`src/rtl/rmii_rx_pkg.sv`:
```
package rmii_rx_pkg;

  localparam int DIBIT_W        = 2;
  localparam int BYTE_W         = 8;
  localparam int PAIRS_PER_BYTE = BYTE_W / DIBIT_W;
  localparam int PAIR_CNT_W     = $clog2(PAIRS_PER_BYTE);

  localparam logic [31:0] CRC_INIT    = 32'hFFFF_FFFF;
  localparam logic [31:0] CRC_POLY_RF = 32'hEDB8_8320;
  localparam logic [31:0] CRC_RESIDUE = 32'hDEBB_20E3;

  typedef enum logic [2:0] {
    ST_IDLE,
    ST_PRE,
    ST_SFD,
    ST_ALIGN,
    ST_SAMPLE,
    ST_CHECK
  } rx_state_e;

  // One byte through a right-shifting CRC-32 register, LSB first.
  function automatic logic [31:0] crc32_step(input logic [31:0] crc_in,
                                             input logic [BYTE_W-1:0] data);
    logic [31:0] c;
    c = crc_in ^ {24'd0, data};
    for (int k = 0; k < BYTE_W; k++) begin
      c = c[0] ? ((c >> 1) ^ CRC_POLY_RF) : (c >> 1);
    end
    return c;
  endfunction

endpackage

```
`src/rtl/rmii_rx_sync.sv`:
```
module rmii_rx_sync #(
  parameter int W      = 3,
  parameter int STAGES = 2
) (
  input  logic         clk,
  input  logic         rst_n,
  input  logic [W-1:0] in_i,
  output logic [W-1:0] out_o
);

  for (genvar g = 0; g < STAGES; g++) begin : g_stage
    logic [W-1:0] q;
    if (g == 0) begin : g_first
      always_ff @(posedge clk or negedge rst_n) begin
        if (!rst_n) q <= '0;
        else        q <= in_i;
      end
    end else begin : g_next
      always_ff @(posedge clk or negedge rst_n) begin
        if (!rst_n) q <= '0;
        else        q <= g_stage[g-1].q;
      end
    end
  end

  assign out_o = g_stage[STAGES-1].q;

endmodule

```
`src/rtl/rmii_rx_ctrl.sv`:
```
module rmii_rx_ctrl
  import rmii_rx_pkg::*;
#(
  parameter int ALIGN_CYC = 2
) (
  input  logic               clk,
  input  logic               rst_n,
  input  logic               dv_s,
  input  logic [DIBIT_W-1:0] rxd_s,
  output logic               sample_stb,
  output logic               check_stb,
  output logic               frame_start,
  output logic               frame_end
);

  localparam int CW = $clog2(ALIGN_CYC + 2);
  localparam logic [CW-1:0] ALIGN_LOAD = CW'(ALIGN_CYC > 0 ? ALIGN_CYC - 1 : 0);

  rx_state_e      state_q;
  logic [CW-1:0]  align_q;

  assign sample_stb  = (state_q == ST_SAMPLE);
  assign check_stb   = (state_q == ST_CHECK);
  assign frame_start = (state_q == ST_SFD) && dv_s && rxd_s[1];
  assign frame_end   = check_stb && !dv_s;

  always_ff @(posedge clk or negedge rst_n) begin
    if (!rst_n) begin
      state_q <= ST_IDLE;
      align_q <= '0;
    end else begin
      case (state_q)
        ST_IDLE:   if (dv_s) state_q <= ST_PRE;
        ST_PRE: begin
          if (!dv_s)         state_q <= ST_IDLE;
          else if (rxd_s[0]) state_q <= ST_SFD;
        end
        ST_SFD: begin
          if (!dv_s) begin
            state_q <= ST_IDLE;
          end else if (rxd_s[1]) begin
            state_q <= (ALIGN_CYC == 0) ? ST_SAMPLE : ST_ALIGN;
            align_q <= ALIGN_LOAD;
          end
        end
        ST_ALIGN: begin
          if (align_q == '0) state_q <= ST_SAMPLE;
          else               align_q <= align_q - CW'(1);
        end
        ST_SAMPLE: state_q <= ST_CHECK;
        ST_CHECK:  state_q <= dv_s ? ST_SAMPLE : ST_IDLE;
        default:   state_q <= ST_IDLE;
      endcase
    end
  end

endmodule

```
`src/rtl/rmii_rx_assemble.sv`:
```
module rmii_rx_assemble
  import rmii_rx_pkg::*;
(
  input  logic               clk,
  input  logic               rst_n,
  input  logic [DIBIT_W-1:0] rxd_s,
  input  logic               sample_stb,
  input  logic               check_stb,
  input  logic               frame_start,
  input  logic               frame_end,
  output logic [BYTE_W-1:0]  byte_o,
  output logic               valid_o,
  output logic               last_o,
  output logic               eop_o,
  output logic               crc_ok_o
);

  logic [BYTE_W-1:0]     sr_q;
  logic [PAIR_CNT_W-1:0] pair_q;
  logic                  full_q;
  logic [31:0]           crc_q;
  logic [31:0]           crc_upd;

  assign crc_upd = full_q ? crc32_step(crc_q, sr_q) : crc_q;

  always_ff @(posedge clk or negedge rst_n) begin
    if (!rst_n) begin
      sr_q     <= '0;
      pair_q   <= '0;
      full_q   <= 1'b0;
      crc_q    <= CRC_INIT;
      byte_o   <= '0;
      valid_o  <= 1'b0;
      last_o   <= 1'b0;
      eop_o    <= 1'b0;
      crc_ok_o <= 1'b0;
    end else begin
      valid_o <= 1'b0;
      last_o  <= 1'b0;
      eop_o   <= 1'b0;
      if (frame_start) begin
        pair_q   <= '0;
        full_q   <= 1'b0;
        crc_q    <= CRC_INIT;
        crc_ok_o <= 1'b0;
      end
      if (sample_stb) begin
        sr_q   <= {rxd_s, sr_q[BYTE_W-1:DIBIT_W]};
        pair_q <= pair_q + PAIR_CNT_W'(1);
        full_q <= (pair_q == PAIR_CNT_W'(PAIRS_PER_BYTE - 1));
      end
      if (check_stb) begin
        full_q <= 1'b0;
        crc_q  <= crc_upd;
        if (full_q) begin
          byte_o  <= sr_q;
          valid_o <= 1'b1;
          last_o  <= frame_end;
        end
        if (frame_end) begin
          eop_o    <= 1'b1;
          crc_ok_o <= (pair_q == '0) && (crc_upd == CRC_RESIDUE);
        end
      end
    end
  end

endmodule

```
`src/rtl/rmii_rx_sampler.sv`:
```
module rmii_rx_sampler
  import rmii_rx_pkg::*;
#(
  parameter int SYNC_STAGES = 2,
  parameter int ALIGN_CYC   = 2
) (
  input  logic        clk,
  input  logic        rst_n,
  input  logic        crs_dv_i,
  input  logic [1:0]  rxd_i,
  output logic [7:0]  rx_byte_o,
  output logic        rx_valid_o,
  output logic        rx_last_o,
  output logic        eop_o,
  output logic        crc_ok_o
);

  logic               dv_s;
  logic [DIBIT_W-1:0] rxd_s;
  logic               sample_stb;
  logic               check_stb;
  logic               frame_start;
  logic               frame_end;

  rmii_rx_sync #(
    .W      (DIBIT_W + 1),
    .STAGES (SYNC_STAGES)
  ) u_sync (
    .clk   (clk),
    .rst_n (rst_n),
    .in_i  ({crs_dv_i, rxd_i}),
    .out_o ({dv_s, rxd_s})
  );

  rmii_rx_ctrl #(
    .ALIGN_CYC (ALIGN_CYC)
  ) u_ctrl (
    .clk         (clk),
    .rst_n       (rst_n),
    .dv_s        (dv_s),
    .rxd_s       (rxd_s),
    .sample_stb  (sample_stb),
    .check_stb   (check_stb),
    .frame_start (frame_start),
    .frame_end   (frame_end)
  );

  rmii_rx_assemble u_asm (
    .clk         (clk),
    .rst_n       (rst_n),
    .rxd_s       (rxd_s),
    .sample_stb  (sample_stb),
    .check_stb   (check_stb),
    .frame_start (frame_start),
    .frame_end   (frame_end),
    .byte_o      (rx_byte_o),
    .valid_o     (rx_valid_o),
    .last_o      (rx_last_o),
    .eop_o       (eop_o),
    .crc_ok_o    (crc_ok_o)
  );

endmodule

```
`config.mk`:
```
export PLATFORM = sky130hd
export DESIGN_NAME = rmii_rx_sampler
export DESIGN_NICKNAME = d
export VERILOG_FILES = /design/src/rtl/rmii_rx_pkg.sv /design/src/rtl/rmii_rx_sync.sv /design/src/rtl/rmii_rx_ctrl.sv /design/src/rtl/rmii_rx_assemble.sv /design/src/rtl/rmii_rx_sampler.sv
export SDC_FILE = /design/constraint.sdc
export NUM_CORES = 1
export LEC_CHECK = 0
export BUFFER_PORTS_ARGS = -buffer_cell sky130_fd_sc_hd__buf_2
export CORE_MARGIN = 2
export CORE_UTILIZATION = 35
export DETAILED_ROUTE_END_ITERATION = 7
export SYNTH_ARGS = -nofsm -noshare
export SYNTH_HDL_FRONTEND = slang
export SYNTH_SLANG_ARGS = --single-unit
```
`constraint.sdc`:
```
create_clock -name clk -period 7.3 [get_ports clk]
set_input_delay 2.19 -clock clk [delete_from_list [all_inputs] [get_ports clk]]
set_output_delay 2.19 -clock clk [all_outputs]
set_load 0.02 [all_outputs]
```
; ---- Yosys cells after proc, flatten, opt, wreduce, memory -nomap -nowiden
; Index checks and enable logic that the tools add are counted.
; W data, S select, Z words.
[totals]
ff_bits = 66
input_bits = 5
output_inout_bits = 12
word_cells = 90
[op_classes]
addsub = 2
eq_ne = 14
mux = 37
bitwise = 9
reduce_logical = 15
[ops]
columns = operator, n
row1 = $mux W32, 11
row2 = $not A13 Y14, 8
row3 = $eq A32 B32 Y1 const B, 1
row4 = $xor A32 B8 Y32, 1
row5 = $mux W3, 7
row6 = $pmux W3 S6, 1
row7 = $mux W1, 12
row8 = $mux W2, 5
row9 = $ne A2 B2 Y1 const B, 4
row10 = $reduce_and A4 Y1, 2
row11 = $eq A3 B2 Y1 const B, 2
row12 = $eq A3 B3 Y1 const B, 2
row13 = $ne A3 B3 Y1 const B, 2
row14 = $reduce_bool A2 Y1, 3
row15 = $logic_and A1 B1 Y1, 4
row16 = $logic_not A2 Y1, 2
row17 = $pmux W2 S2, 1
row18 = $eq A3 B1 Y1 const B, 1
row19 = $logic_not A3 Y1, 1
row20 = $reduce_bool A3 Y1, 1
row21 = $add A2 B1 Y2 const B, 1
row22 = $eq A2 B2 Y1 const B, 1
row23 = $ne A2 B1 Y1 const B, 1
row24 = $reduce_and A2 Y1, 1
row25 = other kinds (2), 2

; ---- Logic depth before layout (Yosys ltp)
; Gate-level depths: netlist of the first run.
[depth]
ltp_word = 22
ltp_mapped = 8
mapped_depth_nobuf = 7

; ---- Cells and area by module
; From an unflattened synthesis of the first run, not the netlist that was laid out.
[hier_totals]
cells_unflattened = 354
hier_area_um2 = 4155.2
[modules_own_cells]
columns = module, n_inst, cells_each, area_each_um2, seq_area_each_um2
row1 = rmii_rx_assemble, 1, 314, 3684.8, 1416.4
row2 = rmii_rx_ctrl, 1, 34, 320.3, 125.1
row3 = rmii_rx_sync, 1, 6, 150.1, 150.1

; ---- Worst setup path after synthesis of the first run
; OpenSTA, ideal clock, no wires.
[synth_timing]
kind = reg-to-output
start = register u_asm.crc_ok_o
end = output port crc_ok_o
arrival_time_ns = 0.425
required_time_ns = 5.110
setup_slack_ns = 4.685
stages_incl_launch_ff = 1
n_path_buf = 0
cell_sequence = dfrtp_1
[synth_rtl]
columns = element, line_no
row1 = from (decl), rmii_rx_assemble.sv:15  ; output logic crc_ok_o
row2 = from (signal assigned), rmii_rx_assemble.sv:62  ; crc_ok_o <= (pair_q == '0) && (crc_upd == CRC_RESIDUE);
row3 = to (decl), rmii_rx_sampler.sv:15  ; output logic crc_ok_o
; No word-level cell between the ends.

; ---- Worst setup path in the final report of the first run
[layout_timing]
start = register u_asm.byte_o[7]
end = output port rx_byte_o[7]
[layout_rtl]
columns = element, line_no
row1 = from (decl), rmii_rx_assemble.sv:11  ; output logic [BYTE_W-1:0] byte_o,
row2 = from (signal assigned), rmii_rx_assemble.sv:56  ; byte_o <= sr_q;
row3 = to (decl), rmii_rx_sampler.sv:11  ; output logic [7:0] rx_byte_o,
; No word-level cell between the ends.

==> results of run 1 <==
==> flip-flops by register name (all words and copies together), names as in the netlist <==
register / cells
u_asm.last_o: 1
u_ctrl.align_q: 2
u_sync.out_o: 3
u_asm.full_q: 1
u_asm.crc_ok_o: 1
u_asm.valid_o: 1
u_asm.crc_q: 32
u_asm.eop_o: 1
u_ctrl.state_q: 3
u_asm.pair_q: 2
u_sync.g_stage.q: 3
u_asm.byte_o: 8
u_asm.sr_q: 8
==> synth_stat cells, drive strengths merged (2+ instances only) <==
library cell,count,share of area [%]
a21oi,17,2.1
and2,4,0.62
and3b,2,0.44
buf,5,0.56
clkbuf,12,1.1
dfrtp,34,21
dfstp,32,21
ha,3,0.93
inv,5,0.47
mux2,10,2.8
mux2i,10,2.5
nand2,42,3.9
nand2b,2,0.31
nand3,5,0.62
nand3b,2,0.37
nand4,3,0.47
nor2,24,2.2
nor2b,4,0.62
nor3,6,0.75
nor3b,2,0.37
o21a,2,0.37
o21ai,22,2.7
o22a,11,2.4
xnor2,33,9.3
xnor3,17,9.7
xor2,15,5.0
xor3,6,3.6
==> layout make-up <==
class	count	area share (%)
multi-input cells	259	49.4
clock inverters	5	1.21
clock buffers	11	5.34
flip-flops and latches	66	37.2
well taps	143	3.94
inverters	6	0.496
repair buffers	20	2.42
==> metal layers <==
layer	wire, um	up-vias	global-route usage, %	part of all wire (%)
li1	-	1235	-	-
met1	3900	1285	20.2	45
met2	4090	56	23.0	47
met3	477	16	3.83	5.5
met4	197	0	6.67	2.3
met5	0	-	0	0
==> worst paths after layout <==
path / startpoint / to / slack (ns) / depth (start not counted)
min in group asynchronous: rst_n / u_asm.pair_q[0]$_DFFE_PN0P_ / 2.04 / 2
setup / recovery: u_asm.byte_o[7]$_DFFE_PN0P_ / rx_byte_o[7] / 4.24 / 1
setup reg to reg: u_asm.sr_q[3]$_DFFE_PN0P_ / u_asm.crc_ok_o$_DFF_PN0_ / 4.54 / 7
hold / removal: u_sync.g_stage[0].q[1]$_DFF_PN0_ / u_sync.out_o[1]$_DFF_PN0_ / 0.35 / 0
hold reg to reg: u_sync.g_stage[0].q[1]$_DFF_PN0_ / u_sync.out_o[1]$_DFF_PN0_ / 0.35 / 0
max in group asynchronous: rst_n / u_ctrl.align_q[1]$_DFFE_PN0P_ / 4.70 / 2
==> stage by stage <==
step | setup slack (ns) | util, %
CTS | 4.22 | 40.1
detailed placement | 4.29 | 37.5
global placement | 4.30 | 37.5
global route | 4.20 | 40.1
floorplan | 4.68 | -
finish | 4.24 | 40.1
==> kinds of logic after synthesis <==
kind of cell | Yosys count | synth area share [%]
AOI/OAI and AO/OA | 64 | 10.2
xor gates and xnor gates | 71 | 27.7
adders and majority gates | 3 | 0.932
buffers and inverters | 23 | 2.27
DFF | 66 | 42.0
muxes | 20 | 5.28
and+or+nand+nor | 101 | 11.6
==> cells in the final DEF (no fill, tap or decap), types with 3 or more instances in the layout <==
cell type | Yosys | routed
nand3_1 | 5 | 5
mux2_2 | 10 | 10
xnor3_1 | 14 | 14
nand4_1 | 3 | 3
buf_2 | 3 | 16
nor2_1 | 24 | 24
clkbuf_16 | 0 | 9
xnor2_2 | 4 | 4
o21ai_0 | 21 | 21
mux2i_1 | 10 | 10
ha_1 | 3 | 3
xnor2_1 | 26 | 26
dfstp_2 | 32 | 32
nor2b_1 | 4 | 4
xnor2_4 | 3 | 3
xor2_1 | 10 | 10
inv_1 | 5 | 5
xor3_1 | 5 | 5
and2_1 | 4 | 4
nand2_1 | 42 | 42
o22a_1 | 11 | 11
dfrtp_1 | 34 | 34
a21oi_1 | 17 | 17
nor3_1 | 6 | 6
xor2_4 | 3 | 3
buf_4 | 0 | 4
==> flow_summary.json, run 1 <==
{
  "seq_area_um2": 1690,
  "design.die.area_um2": 12400,
  "die_w_um": 111,
  "routed_wl_mm": 8.67,
  "clk_latency_ns": 0.33,
  "ctsHoldBuffers": 0,
  "drc": 0,
  "period_needed_ns": 3.06,
  "slew_headroom_pct": 30.3,
  "viasPerCell": 5.08,
  "diodes": 0,
  "clock-sinks": 66,
  "worstPathArrival_ns": 0.87,
  "track_usage_pct": 15.0,
  "post-cts-setup-buffer-count": 0,
  "dp.cells": 494,
  "cts_root_buf": "clkbuf_16",
  "syn_to_final_growth_pct": 12.9,
  "syn_nets": 356,
  "grt_pass1_wl_mm": 14.4,
  "io-pin-count": 17,
  "dp_hpwl_mm": 6.01,
  "synth-edff-count": 0,
  "hold_viol": 0,
  "worst_path_largest_cell_delay_ns": 0.38,
  "critPathTopFamily": "flip-flops",
  "drive_above_1_share_pct": 25.6,
  "drt-initial-drc-count": 139,
  "rsz0062_at_grt": "no",
  "maxCapViolCount": 0,
  "antenna_found_initial": 0,
  "setup_violations": 0,
  "worstMarginPinSlew_ns": 1.04,
  "fill_cells": 1123,
  "setup-tns-final_ns": 0,
  "grt_max_degree": 67,
  "stdcell_count": 510,
  "fin_crit_sh_pct": 42.0,
  "cpMaxStageDelayCell": "dfrtp_1",
  "min_path_type": "flop to flop",
  "yosysUniqueCellTypes": 55,
  "ys_seq_area_share_pct": 42.0,
  "final_nets": 370,
  "clk_pin_slew_ns": 0.05,
  "dieHeight_um": 111,
  "multiInputGateArea_um2": 2240,
  "start_kind": "flop",
  "cp-end-kind": "output port",
  "cts_resized": 0,
  "cts_tree": "built",
  "ant_nets": 0,
  "placement.io_buffers": 16,
  "fin_skew_ns": 0.00644,
  "worstPathRequired_ns": 5.11,
  "via_count": 2592,
  "h-tree-depth": 3,
  "avgRoutedWirePerCell_um": 17.0,
  "placed_area_um2": 4250,
  "async_reset_ff_share_pct": 100,
  "outcome": "complete, no violations",
  "crit_type": "flop to output port",
  "ys_ff_latch": 66,
  "gp_congestion": 0.888,
  "worstPathCellList": "buf_2",
  "ys.flop_type": "dfrtp_1",
  "holdWs_ns": 0.346,
  "syn_area_um2": 4030,
  "syn_inst": 348,
  "worstPathMaxFanout": 2,
  "ys_warn_count": 0,
  "cts_buffers": 9,
  "final_cell_area_um2": 4540,
  "first_global_vias": 2640,
  "rows": 39,
  "max_clock_freq_mhz": 326,
  "avgSynthCellArea_um2": 11.6,
  "slew_viol_final": 0,
  "critical_path_buf_inv_count": 1,
  "initial_core_util_pct": 35.6,
  "dr.pass1.iters": 4,
  "core_area_um2": 11300,
  "cts.path.max_buffers": 2,
  "overflow": 0
}
Power of run 1 is left out: the tool's default activity adds up to more than one toggle a clock period on the data nets, which glitch-free logic cannot reach.
==> run 2: changes to the inputs <==
Clock period 7.3 ns to 2.85 ns, I/O delays scaled along.
==> run 2 against run 1 <==
Cell count is 1.8% higher. Global-route usage up 0.18 points. Worst setup slack worse by 4.1 ns. Sequential share of layout area decreased by 0.59 points. Worst hold slack worse by 0.0020 ns. Non-clock buffer count grew 9. Final area is 1.6% higher. Highest routed layer unchanged.
==> flow_summary.json, run 2 (synthesized netlist as in run 1, its figures left out) <==
{
  "outcome": "complete, no violations",
  "gp_congestion": 0.886,
  "largest_register_ffs": 32,
  "overflow": 0,
  "min_path_type": "flop to flop",
  "grt_pass1_wl_mm": 14.5,
  "hp-start": "u_sync.g_stage[0].q[1]$_DFF_PN0_",
  "cts_buffers": 9,
  "dr.pass1.iters": 4,
  "ant_nets": 0,
  "cts_tree": "built",
  "cpMaxStageDelayCell": "dfstp_2",
  "final_nets": 379,
  "drive_above_1_share_pct": 27.7,
  "design.die.area_um2": 12400,
  "dp_hpwl_mm": 6.26,
  "track_usage_pct": 15.2,
  "timing.rr.end": "u_asm.crc_ok_o$_DFF_PN0_",
  "rsz0062_at_grt": "no",
  "core_area_um2": 11300,
  "critical_path_buf_inv_count": 0,
  "diodes": 0,
  "h-tree-depth": 3,
  "fin_crit_sh_pct": 93.7,
  "cts.path.max_buffers": 2,
  "hold_path_end": "u_sync.out_o[1]$_DFF_PN0_",
  "rows": 39,
  "critPathTopFamily": "XOR/XNOR gates",
  "top_register": "u_asm.crc_q",
  "period_needed_ns": 2.67,
  "via_count": 2608,
  "io-pin-count": 17,
  "mostFrequentLayoutCells": "nand2_1, dfrtp_1, dfstp_2",
  "clk_latency_ns": 0.34,
  "initial_core_util_pct": 35.6,
  "cts_root_buf": "clkbuf_16",
  "slew_headroom_pct": 50.2,
  "clk_pin_slew_ns": 0.06,
  "slew_viol_final": 0,
  "grt_max_degree": 67,
  "setup_violations": 0,
  "die_w_um": 111,
  "worstPathCellList": "xor2_4, xnor3_2, xor2_1, a21oi_1, nor4_1, nand4_1, o21ai_1",
  "worstMarginPinSlew_ns": 0.747,
  "drc": 0,
  "avgRoutedWirePerCell_um": 17.1,
  "dieHeight_um": 111,
  "hold_viol": 0,
  "reg2reg_from": "u_asm.crc_q[1]$_DFFE_PN1P_",
  "drt-initial-drc-count": 183,
  "worstRegToRegCells": 7,
  "clock-sinks": 66,
  "crit_type": "flop to flop",
  "first_global_vias": 2610,
  "syn_to_final_growth_pct": 14.7,
  "fin_skew_ns": 0.00689,
  "routed_wl_mm": 8.87,
  "reg.largest.list": "u_asm.crc_q: 32 flops, u_asm.byte_o: 8 flops, u_asm.sr_q: 8 flops",
  "placement.io_buffers": 16,
  "antenna_found_initial": 0,
  "start_kind": "flop",
  "hold_path_depth": 0,
  "worstPathRequired_ns": 3.11,
  "viasPerCell": 5.03,
  "ctsHoldBuffers": 0,
  "worstPathMaxFanout": 7,
  "max_clock_freq_mhz": 374,
  "worstPathArrival_ns": 2.93,
  "reg2reg_slack_ns": 0.18,
  "worst_path_largest_cell_delay_ns": 0.63,
  "cp-end-kind": "flop",
  "maxCapViolCount": 0,
  "setup-tns-final_ns": 0,
  "final_common_cell": "nand2_1"
}
[run 2: stage by stage]
stage	hold slack (ns)	std cells	worst slack, ns	utilization (%)	area, um^2
floorplan	0.331	348	0.475	-	4030
global placement	0.333	503	0.180	38.2	4330
detailed placement	0.336	503	0.208	38.2	4330
CTS	0.347	519	0.158	40.7	4610
global route	0.355	519	0.0899	40.8	4620
finish	0.344	519	0.179	40.8	4620
[run 2: metal layers]
layer / wire [um] / part of all wire [%] / GRT usage, % / vias up
li1: - / - / - / 1249
met1: 4160 / 47 / 20.3 / 1307
met2: 4240 / 48 / 23.7 / 43
met3: 355 / 4.0 / 4.16 / 9
met4: 115 / 1.3 / 5.51 / 0
met5: 0 / 0 / 0 / -
[run 2: worst register-to-register path: stages (launching register included)]
cell and delay [ns]:
dfstp_2 0.63, xor2_4 0.37, xnor3_2 0.55, xor2_1 0.19
a21oi_1 0.15, nor4_1 0.39, nand4_1 0.16, o21ai_1 0.16
[run 2: area by class of cell]
class	instances	area, um^2
timing repair buffer	29	190
multi-input combinational	259	2250
clock buffer	9	225
tap	143	179
fill	1080	6700
inverter	6	22.5
sequential	66	1690
clock inverter	7	53.8
[run 2: what timing repair did]
item / 4_1_cts / 5_1_grt
buffers inserted: 0 / 0
resized for setup: 0 / 1
setup endpoints to repair: 0 / 1
[run 2: worst max-delay path by stage]
stage | from | end | slack (ns) | cells past startpoint
CTS | u_asm.sr_q[3]$_DFFE_PN0P_ | u_asm.crc_ok_o$_DFF_PN0_ | 0.16 | 7
global placement | u_asm.sr_q[3]$_DFFE_PN0P_ | u_asm.crc_ok_o$_DFF_PN0_ | 0.18 | 7
floorplan | u_asm.crc_q[3]$_DFFE_PN1P_ | u_asm.crc_ok_o$_DFF_PN0_ | 0.48 | 8
detailed placement | u_asm.sr_q[3]$_DFFE_PN0P_ | u_asm.crc_ok_o$_DFF_PN0_ | 0.21 | 7
finish | u_asm.crc_q[1]$_DFFE_PN1P_ | u_asm.crc_ok_o$_DFF_PN0_ | 0.18 | 7
global route | u_asm.crc_q[1]$_DFFE_PN1P_ | u_asm.crc_ok_o$_DFF_PN0_ | 0.09 | 7
Power of run 2 is left out for the same reason.
==> run 3: changes to the inputs <==
Settings changed: RECOVER_POWER set to 25.
==> run 3 against run 2 <==
The run now ends with capacitance limit, slew limit left. Worst hold slack better by 0.00077 ns. Core utilization down 0.13 points. Maximum frequency unchanged. Non-clock buffer count unchanged. Register-to-register slack about the same. First-iteration DRC count unchanged. Global-route usage unchanged. Critical path depth unchanged. Die area unchanged.
==> flow_summary.json, run 3 (synthesized netlist as in run 1, its figures left out) <==
{
  "outcome": "complete, but fails checks",
  "violations": "capacitance limit, slew limit",
  "worstPathArrival_ns": 2.93,
  "largest_register_ffs": 32,
  "dieHeight_um": 111,
  "period_needed_ns": 2.67,
  "first_global_vias": 2610,
  "dp_hpwl_mm": 6.26,
  "core_area_um2": 11300,
  "maxCapViolCount": 1,
  "setup_violations": 0,
  "hp-start": "u_sync.g_stage[0].q[1]$_DFF_PN0_",
  "drt-initial-drc-count": 183,
  "reg2reg_from": "u_asm.crc_q[1]$_DFFE_PN1P_",
  "max_clock_freq_mhz": 374,
  "cts.path.max_buffers": 2,
  "overflow": 0,
  "ctsHoldBuffers": 0,
  "drc": 0,
  "worstPathCellList": "xor2_4, xnor3_2, xor2_1, a21oi_1, nor4_1, nand4_1, o21ai_1",
  "drive_above_1_share_pct": 27.7,
  "cp-end-kind": "flop",
  "slew_viol_final": 67,
  "min_path_type": "flop to flop",
  "setup-tns-final_ns": 0,
  "reg2reg_slack_ns": 0.18,
  "mostFrequentLayoutCells": "nand2_1, dfrtp_1, dfstp_2",
  "rows": 39,
  "syn_to_final_growth_pct": 14.3,
  "viasPerCell": 5.03,
  "diodes": 0,
  "fill_cells": 1081,
  "via_count": 2610,
  "initial_core_util_pct": 35.6,
  "rsz0062_at_grt": "no",
  "worst_path_largest_cell_delay_ns": 0.63,
  "cts_root_buf": "clkbuf_16",
  "antenna_found_initial": 0,
  "track_usage_pct": 15.2,
  "critPathTopFamily": "XOR/XNOR gates",
  "die_w_um": 111,
  "hold_path_end": "u_sync.out_o[1]$_DFF_PN0_",
  "timing.rr.end": "u_asm.crc_ok_o$_DFF_PN0_",
  "clk_pin_slew_ns": 0.06,
  "clk_latency_ns": 0.34,
  "fin_crit_sh_pct": 93.7,
  "start_kind": "flop",
  "top_register": "u_asm.crc_q",
  "worstRegToRegCells": 7,
  "crit_type": "flop to flop",
  "fin_skew_ns": 0.00689,
  "final_common_cell": "nand2_1",
  "ant_nets": 0,
  "placement.io_buffers": 16,
  "worstPathMaxFanout": 7,
  "avgRoutedWirePerCell_um": 17.1,
  "hold_path_depth": 0,
  "hold_viol": 0,
  "routed_wl_mm": 8.88,
  "reg.largest.list": "u_asm.crc_q: 32 flops, u_asm.byte_o: 8 flops, u_asm.sr_q: 8 flops",
  "cts_buffers": 9,
  "clock-sinks": 66,
  "h-tree-depth": 3,
  "dr.pass1.iters": 4,
  "worstMarginPinSlew_ns": 1.66,
  "final_nets": 379,
  "design.die.area_um2": 12400,
  "cpMaxStageDelayCell": "dfstp_2",
  "io-pin-count": 17,
  "grt_max_degree": 67,
  "cts_tree": "built",
  "critical_path_buf_inv_count": 0,
  "worstPathRequired_ns": 3.11,
  "grt_pass1_wl_mm": 14.5,
  "slew_headroom_pct": -10.8,
  "gp_congestion": 0.886
}
==> run 3: changes by cell type in the layout (fill, tap and decap cells not counted) <==
| cell | change |
|---|---|
| buf_12 | -1 |
| clkbuf_2 | +1 |
==> run 3: what timing repair did <==
| item | CTS | global route |
|---|---|---|
| resized for setup | 0 | 1 |
| setup buffers | 0 | 0 |
| setup endpoints to repair | 0 | 1 |
| endpoints found under the hold margin | 0 | 0 |
==> run 3: cell type report <==
| type | count | area, um^2 | share of cell area (%) |
|---|---|---|---|
| multi-input combinational | 259 | 2250 | 49.0 |
| sequential | 66 | 1690 | 36.8 |
| clock buffer | 9 | 225 | 4.89 |
| tap | 143 | 179 | 3.89 |
| timing repair buffer | 29 | 175 | 3.81 |
| clock inverter | 7 | 53.8 | 1.17 |
| inverter | 6 | 22.5 | 0.489 |
==> run 3: metal layers <==
| layer | vias up | wire [um] | GRT usage (%) |
|---|---|---|---|
| met1 | 1309 | 4170 | 20.3 |
| li1 | 1249 | - | - |
| met4 | 0 | 115 | 5.51 |
| met2 | 43 | 4240 | 23.7 |
| met3 | 9 | 355 | 4.16 |
| met5 | - | 0 | 0 |
==> run 3: worst max-delay path by stage <==
stage,startpoint,endpoint,slack (ns),cells after the start
2_1_floorplan,u_asm.crc_q[3]$_DFFE_PN1P_,u_asm.crc_ok_o$_DFF_PN0_,0.48,8
3_3_place_gp,u_asm.sr_q[3]$_DFFE_PN0P_,u_asm.crc_ok_o$_DFF_PN0_,0.18,7
3_5_place_dp,u_asm.sr_q[3]$_DFFE_PN0P_,u_asm.crc_ok_o$_DFF_PN0_,0.21,7
4_1_cts,u_asm.sr_q[3]$_DFFE_PN0P_,u_asm.crc_ok_o$_DFF_PN0_,0.16,7
5_1_grt,u_asm.crc_q[1]$_DFFE_PN1P_,u_asm.crc_ok_o$_DFF_PN0_,0.09,7
6_report,u_asm.crc_q[1]$_DFFE_PN1P_,u_asm.crc_ok_o$_DFF_PN0_,0.18,7
==> run 3: per-stage QoR <==
| stage | util [%] | instance area (um^2) | cells | setup slack [ns] | hold slack (ns) |
|---|---|---|---|---|---|
| floorplan | - | 4030 | 348 | 0.475 | 0.331 |
| CTS | 40.7 | 4610 | 519 | 0.158 | 0.347 |
| finish | 40.6 | 4600 | 519 | 0.179 | 0.345 |
| global placement | 38.2 | 4330 | 503 | 0.180 | 0.333 |
| global route | 40.6 | 4600 | 519 | 0.0899 | 0.355 |
| detailed placement | 38.2 | 4330 | 503 | 0.208 | 0.336 |
Power of run 3 is left out for the same reason.
